## src/rtl/ide_tim_pkg.sv

```systemverilog
// Package: shared types for the IDE strobe timer.
// Assumes: nothing beyond SystemVerilog 2017 packages.
package ide_tim_pkg;
    typedef enum logic [1:0] {
        ST_IDLE    = 2'd0,
        ST_STROBE  = 2'd1,
        ST_RECOVER = 2'd2,
        ST_DONE    = 2'd3
    } cyc_state_t;

    // Selected-drive timing decision handed from the decoder to the sequencer.
    typedef struct packed {
        logic fast;
        logic iordy_en;
    } drv_mode_t;
endpackage

```

## src/rtl/ide_flag_decode.sv

```systemverilog
// Module: ide_flag_decode
// Picks the selected drive's flag group from the timing word. Decides whether
// fast timing applies to the requested transfer type and returns the strobe
// and recovery lengths in clock cycles.
// Assumes: SLOW_STB >= 1, SLOW_REC >= 1, and CW is wide enough for every length.
module ide_flag_decode
    import ide_tim_pkg::*;
#(
    parameter int SLOW_STB = 8,
    parameter int SLOW_REC = 6,
    parameter int CW       = 4
) (
    input  logic [15:0]   timing_word,
    input  logic          sel_slave,
    input  logic          sel_dma,
    output drv_mode_t     mode,
    output logic [CW-1:0] stb_len,
    output logic [CW-1:0] rec_len
);
    logic [3:0]    flags;
    logic [CW-1:0] fast_stb;
    logic [CW-1:0] fast_rec;

    // Select the drive's flag group and decide the fast/slow and ready-line modes.
    always_comb begin
        flags         = sel_slave ? timing_word[7:4] : timing_word[3:0];
        mode.iordy_en = flags[1];
        if (sel_dma)
            mode.fast = |(flags & 4'h9);
        else
            mode.fast = ((flags & 4'h9) == 4'h1);
    end

    // Convert the inverted two-bit fields to cycle counts and pick fast or slow.
    always_comb begin
        fast_stb = CW'(2'(~timing_word[13:12])) + CW'(2);
        fast_rec = CW'(2'(~timing_word[9:8]))   + CW'(1);
        stb_len  = mode.fast ? fast_stb : CW'(SLOW_STB);
        rec_len  = mode.fast ? fast_rec : CW'(SLOW_REC);
    end
endmodule

```

## src/rtl/ide_cycle_seq.sv

```systemverilog
// Module: ide_cycle_seq
// Sequencer for one transfer: idle -> strobe -> recovery -> done -> idle.
// Lengths and modes are latched when a request is accepted.
// Assumes: lengths are at least 1; the channel enable is valid when sampled.
module ide_cycle_seq
    import ide_tim_pkg::*;
#(
    parameter int CW = 4
) (
    input  logic          clk,
    input  logic          rst_n,
    input  logic          chan_en,
    input  logic          req_valid,
    input  logic          req_write,
    input  drv_mode_t     mode,
    input  logic [CW-1:0] stb_len,
    input  logic [CW-1:0] rec_len,
    input  logic          iordy,
    output logic          rd_stb,
    output logic          wr_stb,
    output logic          busy,
    output logic          xfer_done
);
    cyc_state_t    state;
    logic [CW-1:0] cnt;
    logic [CW-1:0] rec_hold;
    logic          wr_hold;
    logic          iordy_hold;
    logic          stretch;

    // Hold the strobe at its last cycle while the drive reports not ready.
    always_comb stretch = iordy_hold && !iordy;

    // Advance the transfer state and its cycle counter.
    always_ff @(posedge clk) begin
        if (!rst_n) begin
            state      <= ST_IDLE;
            cnt        <= '0;
            rec_hold   <= '0;
            wr_hold    <= 1'b0;
            iordy_hold <= 1'b0;
        end else begin
            case (state)
                ST_IDLE: begin
                    if (req_valid && chan_en) begin
                        state      <= ST_STROBE;
                        cnt        <= stb_len - CW'(1);
                        rec_hold   <= rec_len;
                        wr_hold    <= req_write;
                        iordy_hold <= mode.iordy_en;
                    end
                end
                ST_STROBE: begin
                    if (cnt != '0) begin
                        cnt <= cnt - CW'(1);
                    end else if (!stretch) begin
                        state <= ST_RECOVER;
                        cnt   <= rec_hold - CW'(1);
                    end
                end
                ST_RECOVER: begin
                    if (cnt != '0)
                        cnt <= cnt - CW'(1);
                    else
                        state <= ST_DONE;
                end
                default: state <= ST_IDLE;
            endcase
        end
    end

    // Decode the outputs from the state.
    always_comb begin
        rd_stb    = (state == ST_STROBE) && !wr_hold;
        wr_stb    = (state == ST_STROBE) &&  wr_hold;
        busy      = (state != ST_IDLE);
        xfer_done = (state == ST_DONE);
    end

    // the two strobes never overlap.
    a_r10_strobe_excl: assert property (@(posedge clk) disable iff (!rst_n)
        !(rd_stb && wr_stb));

    // the done pulse lasts a single cycle.
    a_r11_done_single: assert property (@(posedge clk) disable iff (!rst_n)
        xfer_done |=> !xfer_done);

    // the done pulse follows recovery directly.
    a_r11_done_after_rec: assert property (@(posedge clk) disable iff (!rst_n)
        $rose(xfer_done) |-> $past(state) == ST_RECOVER);

    // an idle block on a disabled channel stays idle.
    a_r2_disabled_idle: assert property (@(posedge clk) disable iff (!rst_n)
        (!busy && !chan_en) |=> !busy);

    // a not-ready drive at the final strobe cycle keeps the strobe up.
    a_r8_stretch: assert property (@(posedge clk) disable iff (!rst_n)
        (state == ST_STROBE && cnt == '0 && iordy_hold && !iordy) |=> (rd_stb || wr_stb));

    // with the ready line disabled, the final strobe cycle always ends the strobe.
    a_r9_no_stretch: assert property (@(posedge clk) disable iff (!rst_n)
        (state == ST_STROBE && cnt == '0 && !iordy_hold) |=> (state == ST_RECOVER));
endmodule

```

## src/rtl/ide_strobe_timer.sv

```systemverilog
// Module: ide_strobe_timer (top)
// Per-channel IDE strobe timer: decodes the timing word for the requested
// drive and transfer type, then runs the strobe, recovery and done sequence.
// Assumes: the timing word is stable while a transfer is in progress.
module ide_strobe_timer
    import ide_tim_pkg::*;
#(
    parameter int SLOW_STB = 8,
    parameter int SLOW_REC = 6
) (
    input  logic        clk,
    input  logic        rst_n,
    input  logic [15:0] timing_word,
    input  logic        req_valid,
    input  logic        req_slave,
    input  logic        req_dma,
    input  logic        req_write,
    input  logic        iordy,
    output logic        rd_stb,
    output logic        wr_stb,
    output logic        busy,
    output logic        xfer_done
);
    localparam int MAX_STB = (SLOW_STB > 5) ? SLOW_STB : 5;
    localparam int MAX_REC = (SLOW_REC > 4) ? SLOW_REC : 4;
    localparam int MAX_LEN = (MAX_STB > MAX_REC) ? MAX_STB : MAX_REC;
    localparam int CW      = $clog2(MAX_LEN + 1);

    drv_mode_t     mode;
    logic [CW-1:0] stb_len;
    logic [CW-1:0] rec_len;

    ide_flag_decode #(
        .SLOW_STB (SLOW_STB),
        .SLOW_REC (SLOW_REC),
        .CW       (CW)
    ) u_decode (
        .timing_word (timing_word),
        .sel_slave   (req_slave),
        .sel_dma     (req_dma),
        .mode        (mode),
        .stb_len     (stb_len),
        .rec_len     (rec_len)
    );

    ide_cycle_seq #(
        .CW (CW)
    ) u_seq (
        .clk       (clk),
        .rst_n     (rst_n),
        .chan_en   (timing_word[15]),
        .req_valid (req_valid),
        .req_write (req_write),
        .mode      (mode),
        .stb_len   (stb_len),
        .rec_len   (rec_len),
        .iordy     (iordy),
        .rd_stb    (rd_stb),
        .wr_stb    (wr_stb),
        .busy      (busy),
        .xfer_done (xfer_done)
    );
endmodule

```

## config.mk

```make
export PLATFORM = sky130hd
export DESIGN_NAME = ide_strobe_timer
export DESIGN_NICKNAME = d
export VERILOG_FILES = /design/src/rtl/ide_tim_pkg.sv /design/src/rtl/ide_flag_decode.sv /design/src/rtl/ide_cycle_seq.sv /design/src/rtl/ide_strobe_timer.sv
export SDC_FILE = /design/constraint.sdc
export NUM_CORES = 1
export LEC_CHECK = 0
export BUFFER_PORTS_ARGS = -buffer_cell sky130_fd_sc_hd__buf_2
export CORE_MARGIN = 4
export CORE_UTILIZATION = 40
export DETAILED_ROUTE_END_ITERATION = 10
export GPL_ROUTABILITY_DRIVEN = 0
export SKIP_CTS_REPAIR_TIMING = 1
export SLEW_MARGIN = 20
export SYNTH_ARGS = -nofsm -noshare
export SYNTH_HDL_FRONTEND = slang
export SYNTH_HIERARCHICAL = 1
export SYNTH_SLANG_ARGS = --single-unit
export TNS_END_PERCENT = 10
```

## constraint.sdc

```tcl
create_clock -name clk -period 3.8 [get_ports clk]
set_input_delay 0.38 -clock clk [delete_from_list [all_inputs] [get_ports clk]]
set_output_delay 0.38 -clock clk [all_outputs]
set_load 0.05 [all_outputs]
```

# After elaboration in Yosys (flattened, before gate mapping)
# Cells that the tools add are included.
[word_totals]
reg_bits = 12
[classes]
reduce_logical = 14
n_addsub = 5
n_eq_ne = 10
bitwise = 2
mux = 14
[op_table]
columns = ["cell", "n"]
rows = [
  ["$mux 4", 6],
  ["$pmux 4 s3", 1],
  ["$sub 4x1->4 const B", 3],
  ["$mux 2", 4],
  ["$reduce_and 4->1", 2],
  ["$ne 2x2->1 const B", 3],
  ["$pmux 2 s3", 1],
  ["$eq 2x1->1 const B", 2],
  ["$eq 2x2->1 const B", 2],
  ["$logic_and 1x1->1", 4],
  ["$ne 2x1->1 const B", 2],
  ["$not 2->2", 2],
  ["$reduce_bool 4->1", 1],
  ["$add 2x1->3 const B", 1],
  ["$add 2x2->3 const B", 1],
  ["$mux 3", 1],
  ["$ne 3x3->1 const B", 1],
  ["$reduce_bool 3->1", 1],
  ["$logic_not 1->1", 2],
  ["$logic_not 2->1", 1],
  ["$reduce_and 2->1", 1],
  ["$reduce_bool 2->1", 1],
  ["$reduce_or 2->1", 1],
  ["$mux 1", 1],
]

# Longest topological paths before layout
# Gate-level depths: netlist (run 1).
[logic_depth]
depth_word = 7
depth_mapped = 8
mapped_depth_nobuf = 7

# Modules after synthesis
# The synthesis (run 1) kept the hierarchy.
[modules_own_cells]
columns = ["mod", "instances", "cells_each", "area_per_inst_um2", "seq_area_each_um2"]
rows = [
  ["ide_cycle_seq", 1, 103, 875.8, 240.2],
  ["ide_flag_decode", 1, 31, 225.2, 0.0],
]

# Worst setup path after synthesis (run 1)
# Ideal clock, no wire load.
[synth_path]
kind = "register -> output"
startpoint = "reg u_seq.state[1]"
endpoint = "out rd_stb"
n_path_buf = 1
required_ns = 3.420
arrival_ns = 1.422
stages_incl_launch_ff = 5
path_slack_ns = 1.998
path_cell_list = "dfxtp_1 -> inv_1 -> ha_1 -> buf_2 -> nor2b_1"
[synth_via]
elab_chain_cells = 2
[synth_lines]
columns = ["element", "line", "source"]
rows = [
  ["start: declaration", "ide_cycle_seq.sv:24", "cyc_state_t state;"],
  ["start signal: assignment", "ide_cycle_seq.sv:37", "state <= ST_IDLE;"],
  ["start signal: assignment", "ide_cycle_seq.sv:46", "state <= ST_STROBE;"],
  ["start signal: assignment", "ide_cycle_seq.sv:57", "state <= ST_RECOVER;"],
  ["$eq 2x1->1", "ide_cycle_seq.sv:74", "rd_stb = (state == ST_STROBE) && !wr_hold;"],
  ["$logic_and 1x1->1", "ide_cycle_seq.sv:74", ""],
  ["end: declaration", "ide_strobe_timer.sv:19", "output logic rd_stb,"],
]
# Every way passes these cells.

# Worst setup path in the final report (run 1)
# Ends and elaborated chain as after synthesis.

==> out/qor.csv, run 1 <==
stage,metric,value,unit
global_route,use_met1,18.1,%
timing,setup_tns,0,ns
worst_setup_path,timing.critical_path.from,u_seq/state[1]$_SDFFE_PN0P_,
yosys,synth_cells,133,
global_route,grt_max_degree,16,
floorplan,dieArea,3630,um2
timing,min_period,1.94,ns
power,power_frac_clock,15.5,%
clocking,clock-sinks,12,
global_route,grt_overflow_total,0,
power,p_total,722,uW
yosys,avgSynthCellArea,8.20,um2
worst_setup_path,reg2reg_from,u_seq/state[1]$_SDFFE_PN0P_,
route,drtAntennaViolNets,0,
worst_setup_path,critical-path-slowest-cell,ha_1,
worst_setup_path,critPathTopFamily,adder cells,
worst_setup_path,crit_chain,"inv_1, ha_1, nor2b_1, buf_2",
clocking,clk_pin_slew_worst_paths,0.09,ns
placement,place_inst,177,
cells_and_area,layout.cells.non_filler,181,
floorplan,start_util,42.9,%
global_route,met3_usage,4.54,%
clocking,cts_tree,done,
worst_hold_path,worst_hold_path_type,input pin to flip-flop,
power,p_per_area,596,nW/um2
global_route,track_usage,14.3,%
route,wl_per_cell,12.3,um
route,routed_wl,2230,um
global_route,grt_pass1_vias,888,
yosys,syn-num-nets,165,
timing,setup_viol,0,
worst_setup_path,end_kind,output pin,
yosys,syn-cell-area,1090,um2
timing,slew_violations,0,
floorplan,fp.coreArea,2540,um2
route,drt_iter0_drc,21,
power,power.net_switching,338,uW
worst_setup_path,critPathKind,flip-flop to output pin,
yosys,yosysWarnings,6,
power,ir_worst_vdd,0.000491,V
run,cap_viol_max_count,0,
worst_setup_path,crit_buf_inv,2,
global_route,grt_pass1_wl,3940,um
route,num_vias,969,
floorplan,fp-row-count,18,
cells_and_area,post-route-util,47.6,%
power,power.internal,384,uW
cells_and_area,area_growth,11.1,%
timing,worst_pin_slew,0.524,ns
worst_setup_path,cp_data_arrival_time,1.56,ns
power,seq_power_share,25.5,%
floorplan,io_pins,27,
clocking,cts_buffers,3,
cells_and_area,fin_nets,184,
clocking,cts_root_buf,clkbuf_4,
timing,finClkSkew,0.00606,ns
route,drc,0,
timing,clock.fmax,0.515,GHz
worst_setup_path,worstPathRequired,3.42,ns
power,switching_share,46.8,%
power,p_leak,0.559,nW
timing,finalHoldViolCount,0,
placement,io_buffers,21,
timing,rsz0062_at_grt,false,
global_route,top_usage_layer,met2,
route,routed_via_density,5.35,
timing,slew_headroom,65.1,%
floorplan,die-width,60.2,um
cells_and_area,n_antenna_cell,0,
clocking,ctsLongestPathBuffers,2,
route,drt-pass1-iter-count,4,
timing,fin_crit_sh,51.1,%
clocking,cts_max_level,1,
placement,dpl.hpwl,1780,um
clocking,clock_latency,0.29,ns
worst_setup_path,cpPeakStageDelay,0.38,ns
global_route,grt_antenna_before_repair,0,
worst_hold_path,min_from,req_write,
global_route,grt_use_met2,23.6,%
timing,hold_ws,0.353,ns
cells_and_area,drive_above_1_share,21.9,%
floorplan,die_h,60.2,um
power,combinationalPowerShare,59.0,%
worst_setup_path,cp_max_fo,11,
run_status,status,"finished, final reports clean",
worst_setup_path,start_kind,flip-flop,
## power groups by stage
stage               Combinational, mW  Sequential [mW]  Clock [mW]
floorplan                       0.381            0.176           0
global placement                0.416            0.185           0
detailed placement              0.424            0.187           0
CTS                             0.427            0.184       0.115
global route                    0.474            0.190       0.120
finish                          0.426            0.184       0.112
## worst paths after layout
kind | endpoint | slack [ns] | depth (start not counted)
max | rd_stb | 1.86 | 4
min | u_seq/wr_hold$_SDFFE_PN0P_ | 0.35 | 3
max reg2reg | u_seq/cnt[2]$_SDFFE_PN0P_ | 1.91 | 6
min reg2reg | u_seq/cnt[1]$_SDFFE_PN0P_ | 0.50 | 2
## sequential cells by signal (all words and copies together), names as in the netlist
register and cells:
u_seq/iordy_hold 1, u_seq/rec_hold 4, u_seq/cnt 4, u_seq/state 2
u_seq/wr_hold 1
## placed cells by master, fill, tap and decap left out, types with 3 or more instances in the layout
master    count
inv_1        13
mux2i_1       9
o31ai_1       3
nand3_1       4
dfxtp_1      12
xor2_1        3
o21ai_0       3
nand2_1       8
a21oi_1       6
nor2_1        6
o21ai_1       3
ha_1          9
o22ai_1       3
clkbuf_4      3
buf_2        21
nor2b_1      13
nand2b_1      3
## per-layer routing
layer  up-vias  wire length [um]
li1        499                 -
met1       450              1030
met2        18              1090
met3         2                87
met4         0                11
met5         -                 0
## tightest hold or removal path, stage by stage
cell and delay (ns):
buf_2 0.08, mux2i_1 0.05, nor2b_1 0.10
## metrics by stage
step | area (um2) | worst slack, ns
2_1_floorplan | 1090 | 2.00
3_3_place_gp | 1180 | 1.97
3_5_place_dp | 1180 | 1.93
4_1_cts | 1210 | 1.83
5_1_grt | 1210 | 1.71
6_report | 1210 | 1.86
## area by class of cell
cell class | instances | area, um2
fill | 262 | 1330
multi-input combinational | 101 | 744
sequential | 12 | 240
timing repair buffer | 21 | 105
inverter | 13 | 48.8
tap | 30 | 37.5
clock buffer | 4 | 36.3
Power figures use the tool's default switching activity.
==> inputs of run 2 (changes only) <==
Clock period 3.8 ns to 1.9 ns, I/O delays scaled along.
==> run 2 against run 1 <==
  * Cell area rose by 1.2%
  * Wire length fell by 3.5%
  * Non-clock buffer count rose by 2
==> out/qor.csv, run 2 (synthesis results as in run 1) <==
stage,metric,value,unit,change
run_status,status,"finished, final reports clean",,unchanged
worst_setup_path,critPathKind,flip-flop to output pin,,unchanged
global_route,grt_max_degree,16,,unchanged
global_route,grt_antenna_before_repair,0,,unchanged
timing,setup_tns,0,ns,unchanged
timing,min_period,1.72,ns,
power,power.internal,796,uW,was 384 uW
timing,finClkSkew,0.00226,ns,was 0.00606 ns
cells_and_area,final_cell_mix,"buf_2 (21), inv_1 (13), nor2b_1 (13)",,unchanged
route,routed_wl,2150,um,was 2230 um
worst_setup_path,cp_max_fo,8,,was 11
clocking,cts_max_level,1,,unchanged
timing,setup_viol,0,,unchanged
power,combinationalPowerShare,60.7,%,was 59.0%
clocking,cts_tree,done,,unchanged
timing,slew_violations,0,,unchanged
timing,clock.fmax,0.582,GHz,
power,power_frac_clock,14.1,%,was 15.5%
floorplan,io_pins,27,,unchanged
worst_setup_path,cpPeakStageDelay,0.34,ns,was 0.38 ns
route,drt-pass1-iter-count,4,,unchanged
route,drt_iter0_drc,13,,was 21
cells_and_area,n_antenna_cell,0,,unchanged
cells_and_area,fin_nets,186,,was 184
worst_setup_path,start_kind,flip-flop,,unchanged
cells_and_area,drive_above_1_share,22.9,%,was 21.9%
global_route,track_usage,13.8,%,was 14.3%
route,num_vias,950,,was 969
worst_setup_path,crit_chain,"inv_1, ha_1, buf_4, nor2b_1, buf_2",,"was inv_1, ha_1, nor2b_1, buf_2"
worst_setup_path,rr_endpoint,u_seq/cnt[2]$_SDFFE_PN0P_,,unchanged
worst_setup_path,critical-path-slowest-cell,dfxtp_1,,was ha_1
route,wl_met3,100,um,was 87 um
route,wl_met2,1030,um,was 1090 um
clocking,cts_root_buf,clkbuf_4,,unchanged
route,dr.max_layer_used,met4,,unchanged
cells_and_area,post-route-util,48.2,%,was 47.6%
power,switching_share,45.3,%,was 46.8%
floorplan,start_util,42.9,%,unchanged
worst_setup_path,cp_data_arrival_time,1.53,ns,was 1.56 ns
cells_and_area,design_area,1230,um2,was 1210 um2
route,drt-met1-wl,1010,um,was 1030 um
power,p_total,1.46,mW,was 722 uW
timing,fin_ws,0.182,ns,was 1.86 ns
global_route,grt_overflow_total,0,,unchanged
power,p_leak,0.569,nW,was 0.559 nW
route,routed_via_density,5.19,,was 5.35
floorplan,die_h,60.2,um,unchanged
cells_and_area,area_growth,12.5,%,was 11.1%
cells_and_area,reg_top3,"u_seq/cnt (4), u_seq/rec_hold (4), u_seq/state (2)",,unchanged
worst_setup_path,timing.critical_path.from,u_seq/state[1]$_SDFFE_PN0P_,,unchanged
worst_setup_path,reg2reg_from,u_seq/cnt[0]$_SDFFE_PN0P_,,was u_seq/state[1]$_SDFFE_PN0P_
clocking,clock-sinks,12,,unchanged
placement,place_ws,0.215,ns,was 1.93 ns
worst_setup_path,worstPathRequired,1.71,ns,was 3.42 ns
clocking,ctsLongestPathBuffers,2,,unchanged
global_route,grt_pass1_wl,3800,um,was 3940 um
cells_and_area,layout_commonest_cell,buf_2,,unchanged
power,power.net_switching,660,uW,was 338 uW
worst_setup_path,end_kind,output pin,,unchanged
power,seq_power_share,25.3,%,was 25.5%
floorplan,fp-row-count,18,,unchanged
placement,io_buffers,21,,unchanged
placement,dpl.hpwl,1740,um,was 1780 um
clocking,clk_pin_slew_worst_paths,0.07,ns,was 0.09 ns
run,cap_viol_max_count,0,,unchanged
placement,place_area,1190,um2,was 1180 um2
worst_setup_path,r2r_cells,7,,was 6
worst_setup_path,r2r_slack,0.20,ns,was 1.91 ns
floorplan,fp.coreArea,2540,um2,unchanged
route,drtAntennaViolNets,0,,unchanged
route,wl_per_cell,11.7,um,was 12.3 um
clocking,cts_buffers,3,,unchanged
worst_hold_path,worst_hold_path_type,input pin to flip-flop,,unchanged
floorplan,dieArea,3630,um2,unchanged
power,p_per_area,1190,nW/um2,was 596 nW/um2
power,ir_worst_vdd,0.00102,V,was 0.000491 V
global_route,grt_pass1_vias,892,,was 888
timing,rsz0062_at_grt,false,,unchanged
clocking,clock_latency,0.27,ns,was 0.29 ns
timing,finalHoldViolCount,0,,unchanged
worst_setup_path,crit_end,rd_stb,,unchanged
route,drc,0,,unchanged
timing,fin_crit_sh,90.4,%,
floorplan,die-width,60.2,um,unchanged
## run 2: cell types whose count changed in the layout (fill, tap and decap cells not counted)
cell / change
buf_4: +2
## run 2: worst min path at each step
stage,startpoint,end,slack [ns],cells past startpoint
global placement,req_write,u_seq/wr_hold$_SDFFE_PN0P_,0.45,3
floorplan,rst_n,u_seq/state[1]$_SDFFE_PN0P_,0.33,2
CTS,req_write,u_seq/wr_hold$_SDFFE_PN0P_,0.18,3
finish,req_write,u_seq/wr_hold$_SDFFE_PN0P_,0.19,3
detailed placement,req_write,u_seq/wr_hold$_SDFFE_PN0P_,0.47,3
global route,req_write,u_seq/wr_hold$_SDFFE_PN0P_,0.24,3
## run 2: per-layer routing
| layer | vias up | global-route usage [%] |
|---|---|---|
| met3 | 2 | 4.54 |
| met4 | 0 | 1.90 |
| met2 | 14 | 22.8 |
| li1 | 501 | - |
| met1 | 433 | 17.7 |
| met5 | - | 0 |
## run 2: critical path, delay by kind of cell, from the launching register on
family | cells | cell delay [ns]
adder cells (fa/ha/maj) | 1 | 0.24
buffers and inverters | 3 | 0.53
flip-flops | 1 | 0.34
AND/OR/NAND/NOR | 1 | 0.14
## run 2: cell type report
| cell class | count | area, um2 |
|---|---|---|
| fillers | 253 | 1320 |
| clock buffers | 4 | 36.3 |
| repair buffers | 23 | 120 |
| inverters | 13 | 48.8 |
| well taps | 30 | 37.5 |
| multi-input cells | 101 | 744 |
| flip-flops and latches | 12 | 240 |
## run 2: power groups by stage
| stage | Combinational, mW | Clock, mW | Sequential (mW) |
|---|---|---|---|
| 2_1_floorplan | 0.763 | 0 | 0.352 |
| 3_3_place_gp | 0.868 | 0 | 0.370 |
| 3_5_place_dp | 0.871 | 0 | 0.375 |
| 4_1_cts | 0.881 | 0.216 | 0.369 |
| 5_1_grt | 0.984 | 0.229 | 0.382 |
| 6_report | 0.883 | 0.205 | 0.368 |
## run 2: stage by stage
stage / std cells / hold WS (ns)
2_1_floorplan: 133 / 0.329
5_1_grt: 183 / 0.235
3_5_place_dp: 179 / 0.475
6_report: 183 / 0.191
4_1_cts: 183 / 0.184
3_3_place_gp: 179 / 0.447
==> inputs of run 3 (changes only) <==
Settings changed: MAX_ROUTING_LAYER from default to met4.
Clock period 1.9 ns to 1.8 ns, I/O delays scaled along.
==> run 3 against run 2 <==
  * First-iteration DRC count rose to 3.5 times the previous value
  * Sequential share of layout area down 0.29 points
  * Critical path type is now flip-flop to flip-flop
  * Non-clock buffer count up 1
  * Die area unchanged
  * Via count increased by 1.7%
  * Register-to-register slack worse by 0.07 ns
  * Clock skew is 0.0082 ns higher
  * Final cell count grew 0.55%
  * Power grew 10%
  * Highest routed layer unchanged
  * Global-route usage up 1.5 points
==> out/qor.csv, run 3 (synthesis results as in run 1) <==
stage,metric,value,unit,change
cells_and_area,design_area,1250,um2,was 1230 um2
route,num_vias,966,,was 950
route,routed_wl,2290,um,was 2150 um
cells_and_area,drive_above_1_share,26.6,%,was 22.9%
timing,finalHoldViolCount,0,,unchanged
placement,place_inst,180,,was 179
timing,slew_violations,0,,unchanged
timing,hold_ws,0.169,ns,was 0.191 ns
worst_setup_path,start_kind,flip-flop,,unchanged
clocking,cts_root_buf,clkbuf_4,,unchanged
global_route,grt_overflow_total,0,,unchanged
route,wl_met2,1140,um,was 1030 um
placement,place_ws,0.103,ns,was 0.215 ns
cells_and_area,n_antenna_cell,0,,unchanged
cells_and_area,reg_top3,"u_seq/cnt (4), u_seq/rec_hold (4), u_seq/state (2)",,unchanged
worst_setup_path,cp_data_arrival_time,1.85,ns,was 1.53 ns
clocking,cts_tree,done,,unchanged
power,p_per_area,1290,nW/um2,was 1190 nW/um2
route,dr.max_layer_used,met4,,unchanged
timing,setup_tns,0,ns,unchanged
route,drt-met1-wl,1060,um,was 1010 um
worst_setup_path,critPathKind,flip-flop to flip-flop,,was flip-flop to output pin
route,routed_via_density,5.25,,was 5.19
worst_hold_path,min_to,u_seq/wr_hold$_SDFFE_PN0P_,,unchanged
placement,dpl.hpwl,1810,um,was 1740 um
worst_hold_path,hold_depth,3,,unchanged
timing,min_period,1.67,ns,
worst_setup_path,r2r_slack,0.13,ns,was 0.20 ns
timing,rsz0062_at_grt,false,,unchanged
power,ir_worst_vdd,0.000886,V,was 0.00102 V
route,wl_per_cell,12.4,um,was 11.7 um
floorplan,fp-row-count,18,,unchanged
route,wl_met3,86,um,was 100 um
clocking,cts_max_level,1,,unchanged
timing,finClkSkew,0.0105,ns,was 0.00226 ns
placement,io_buffers,21,,unchanged
floorplan,io_pins,27,,unchanged
cells_and_area,layout.cells.non_filler,184,,was 183
worst_setup_path,timing.critical_path.from,u_seq/state[0]$_SDFFE_PN0P_,,was u_seq/state[1]$_SDFFE_PN0P_
cells_and_area,fin_nets,187,,was 186
power,p_total,1.61,mW,was 1.46 mW
global_route,grt_max_degree,16,,unchanged
floorplan,fp.coreArea,2540,um2,unchanged
run_status,status,"finished, final reports clean",,unchanged
floorplan,dieArea,3630,um2,unchanged
worst_setup_path,cp_max_fo,7,,was 8
clocking,clock-sinks,12,,unchanged
placement,place_area,1200,um2,was 1190 um2
cells_and_area,num-fill-cells,277,,was 253
timing,clock.fmax,0.600,GHz,
route,drtAntennaViolNets,0,,unchanged
clocking,clock_latency,0.28,ns,was 0.27 ns
cells_and_area,area_growth,14.2,%,was 12.5%
global_route,grt_pass1_vias,949,,was 892
global_route,track_usage,15.3,%,was 13.8%
cells_and_area,ff_latch_area,240,um2,unchanged
timing,fin_ws,0.134,ns,was 0.182 ns
worst_setup_path,r2r_cells,7,,unchanged
worst_setup_path,worstPathRequired,1.98,ns,was 1.71 ns
global_route,grt_antenna_before_repair,0,,unchanged
route,drc,0,,unchanged
route,drt_iter0_drc,45,,was 13
floorplan,die-width,60.2,um,unchanged
clocking,cts_buffers,3,,unchanged
power,p_leak,0.571,nW,was 0.569 nW
route,drt-pass1-iter-count,4,,unchanged
cells_and_area,final_cell_mix,"buf_2 (21), nor2b_1 (13), inv_1 (12), dfxtp_1 (12), mux2i_1 (9)",,"was buf_2 (21), inv_1 (13), nor2b_1 (13)"
timing,fin_crit_sh,92.6,%,
clocking,ctsLongestPathBuffers,2,,unchanged
cells_and_area,layout_commonest_cell,buf_2,,unchanged
cells_and_area,multi_input_area,756,um2,was 744 um2
floorplan,die_h,60.2,um,unchanged
clocking,clk_pin_slew_worst_paths,0.09,ns,was 0.07 ns
worst_setup_path,rr_endpoint,u_seq/cnt[3]$_SDFFE_PN0P_,,was u_seq/cnt[2]$_SDFFE_PN0P_
cells_and_area,post-route-util,49.0,%,was 48.2%
worst_hold_path,min_from,req_write,,unchanged
worst_setup_path,end_kind,flip-flop,,was output pin
floorplan,start_util,42.9,%,unchanged
run,cap_viol_max_count,0,,unchanged
global_route,grt_pass1_wl,4120,um,was 3800 um
timing,setup_viol,0,,unchanged
worst_setup_path,reg2reg_from,u_seq/state[0]$_SDFFE_PN0P_,,was u_seq/cnt[0]$_SDFFE_PN0P_
worst_hold_path,worst_hold_path_type,input pin to flip-flop,,unchanged
==> run 3: layout make-up <==
class	instances	share of cell area, %
clock buffer	4	2.91
inverter	13	3.92
multi-input combinational	101	60.6
sequential	12	19.3
tap	30	3.01
timing repair buffer	24	10.2
==> run 3: how the worst max path moves through the flow <==
stage | end | slack, ns | cells past startpoint
after global routing | u_seq/state[0]$_SDFFE_PN0P_ | 0.03 | 7
after floorplan | rd_stb | 0.20 | 4
after CTS | u_seq/state[0]$_SDFFE_PN0P_ | 0.07 | 7
after detailed placement | u_seq/state[0]$_SDFFE_PN0P_ | 0.10 | 7
final | u_seq/cnt[3]$_SDFFE_PN0P_ | 0.13 | 7
after global placement | u_seq/state[0]$_SDFFE_PN0P_ | 0.13 | 7
==> run 3: metal layers <==
layer,up-vias,global-route usage (%)
li1,502,-
met3,2,4.54
met5,-,-
met2,16,24.7
met4,0,1.90
met1,446,19.3
==> run 3: power by group <==
| group | switching, mW | leakage, nW | internal (mW) |
|---|---|---|---|
| clock | 0.104 | 0.0210 | 0.123 |
| sequential | 0.0643 | 0.0984 | 0.326 |
| combinational | 0.561 | 0.452 | 0.428 |
==> run 3: critical path, stage by stage, from the launching register on <==
cell	delay (ns)
dfxtp_1	0.37
inv_1	0.09
ha_1	0.30
o31ai_1	0.37
a21oi_1	0.07
buf_4	0.17
o21ai_0	0.14
a21oi_1	0.05
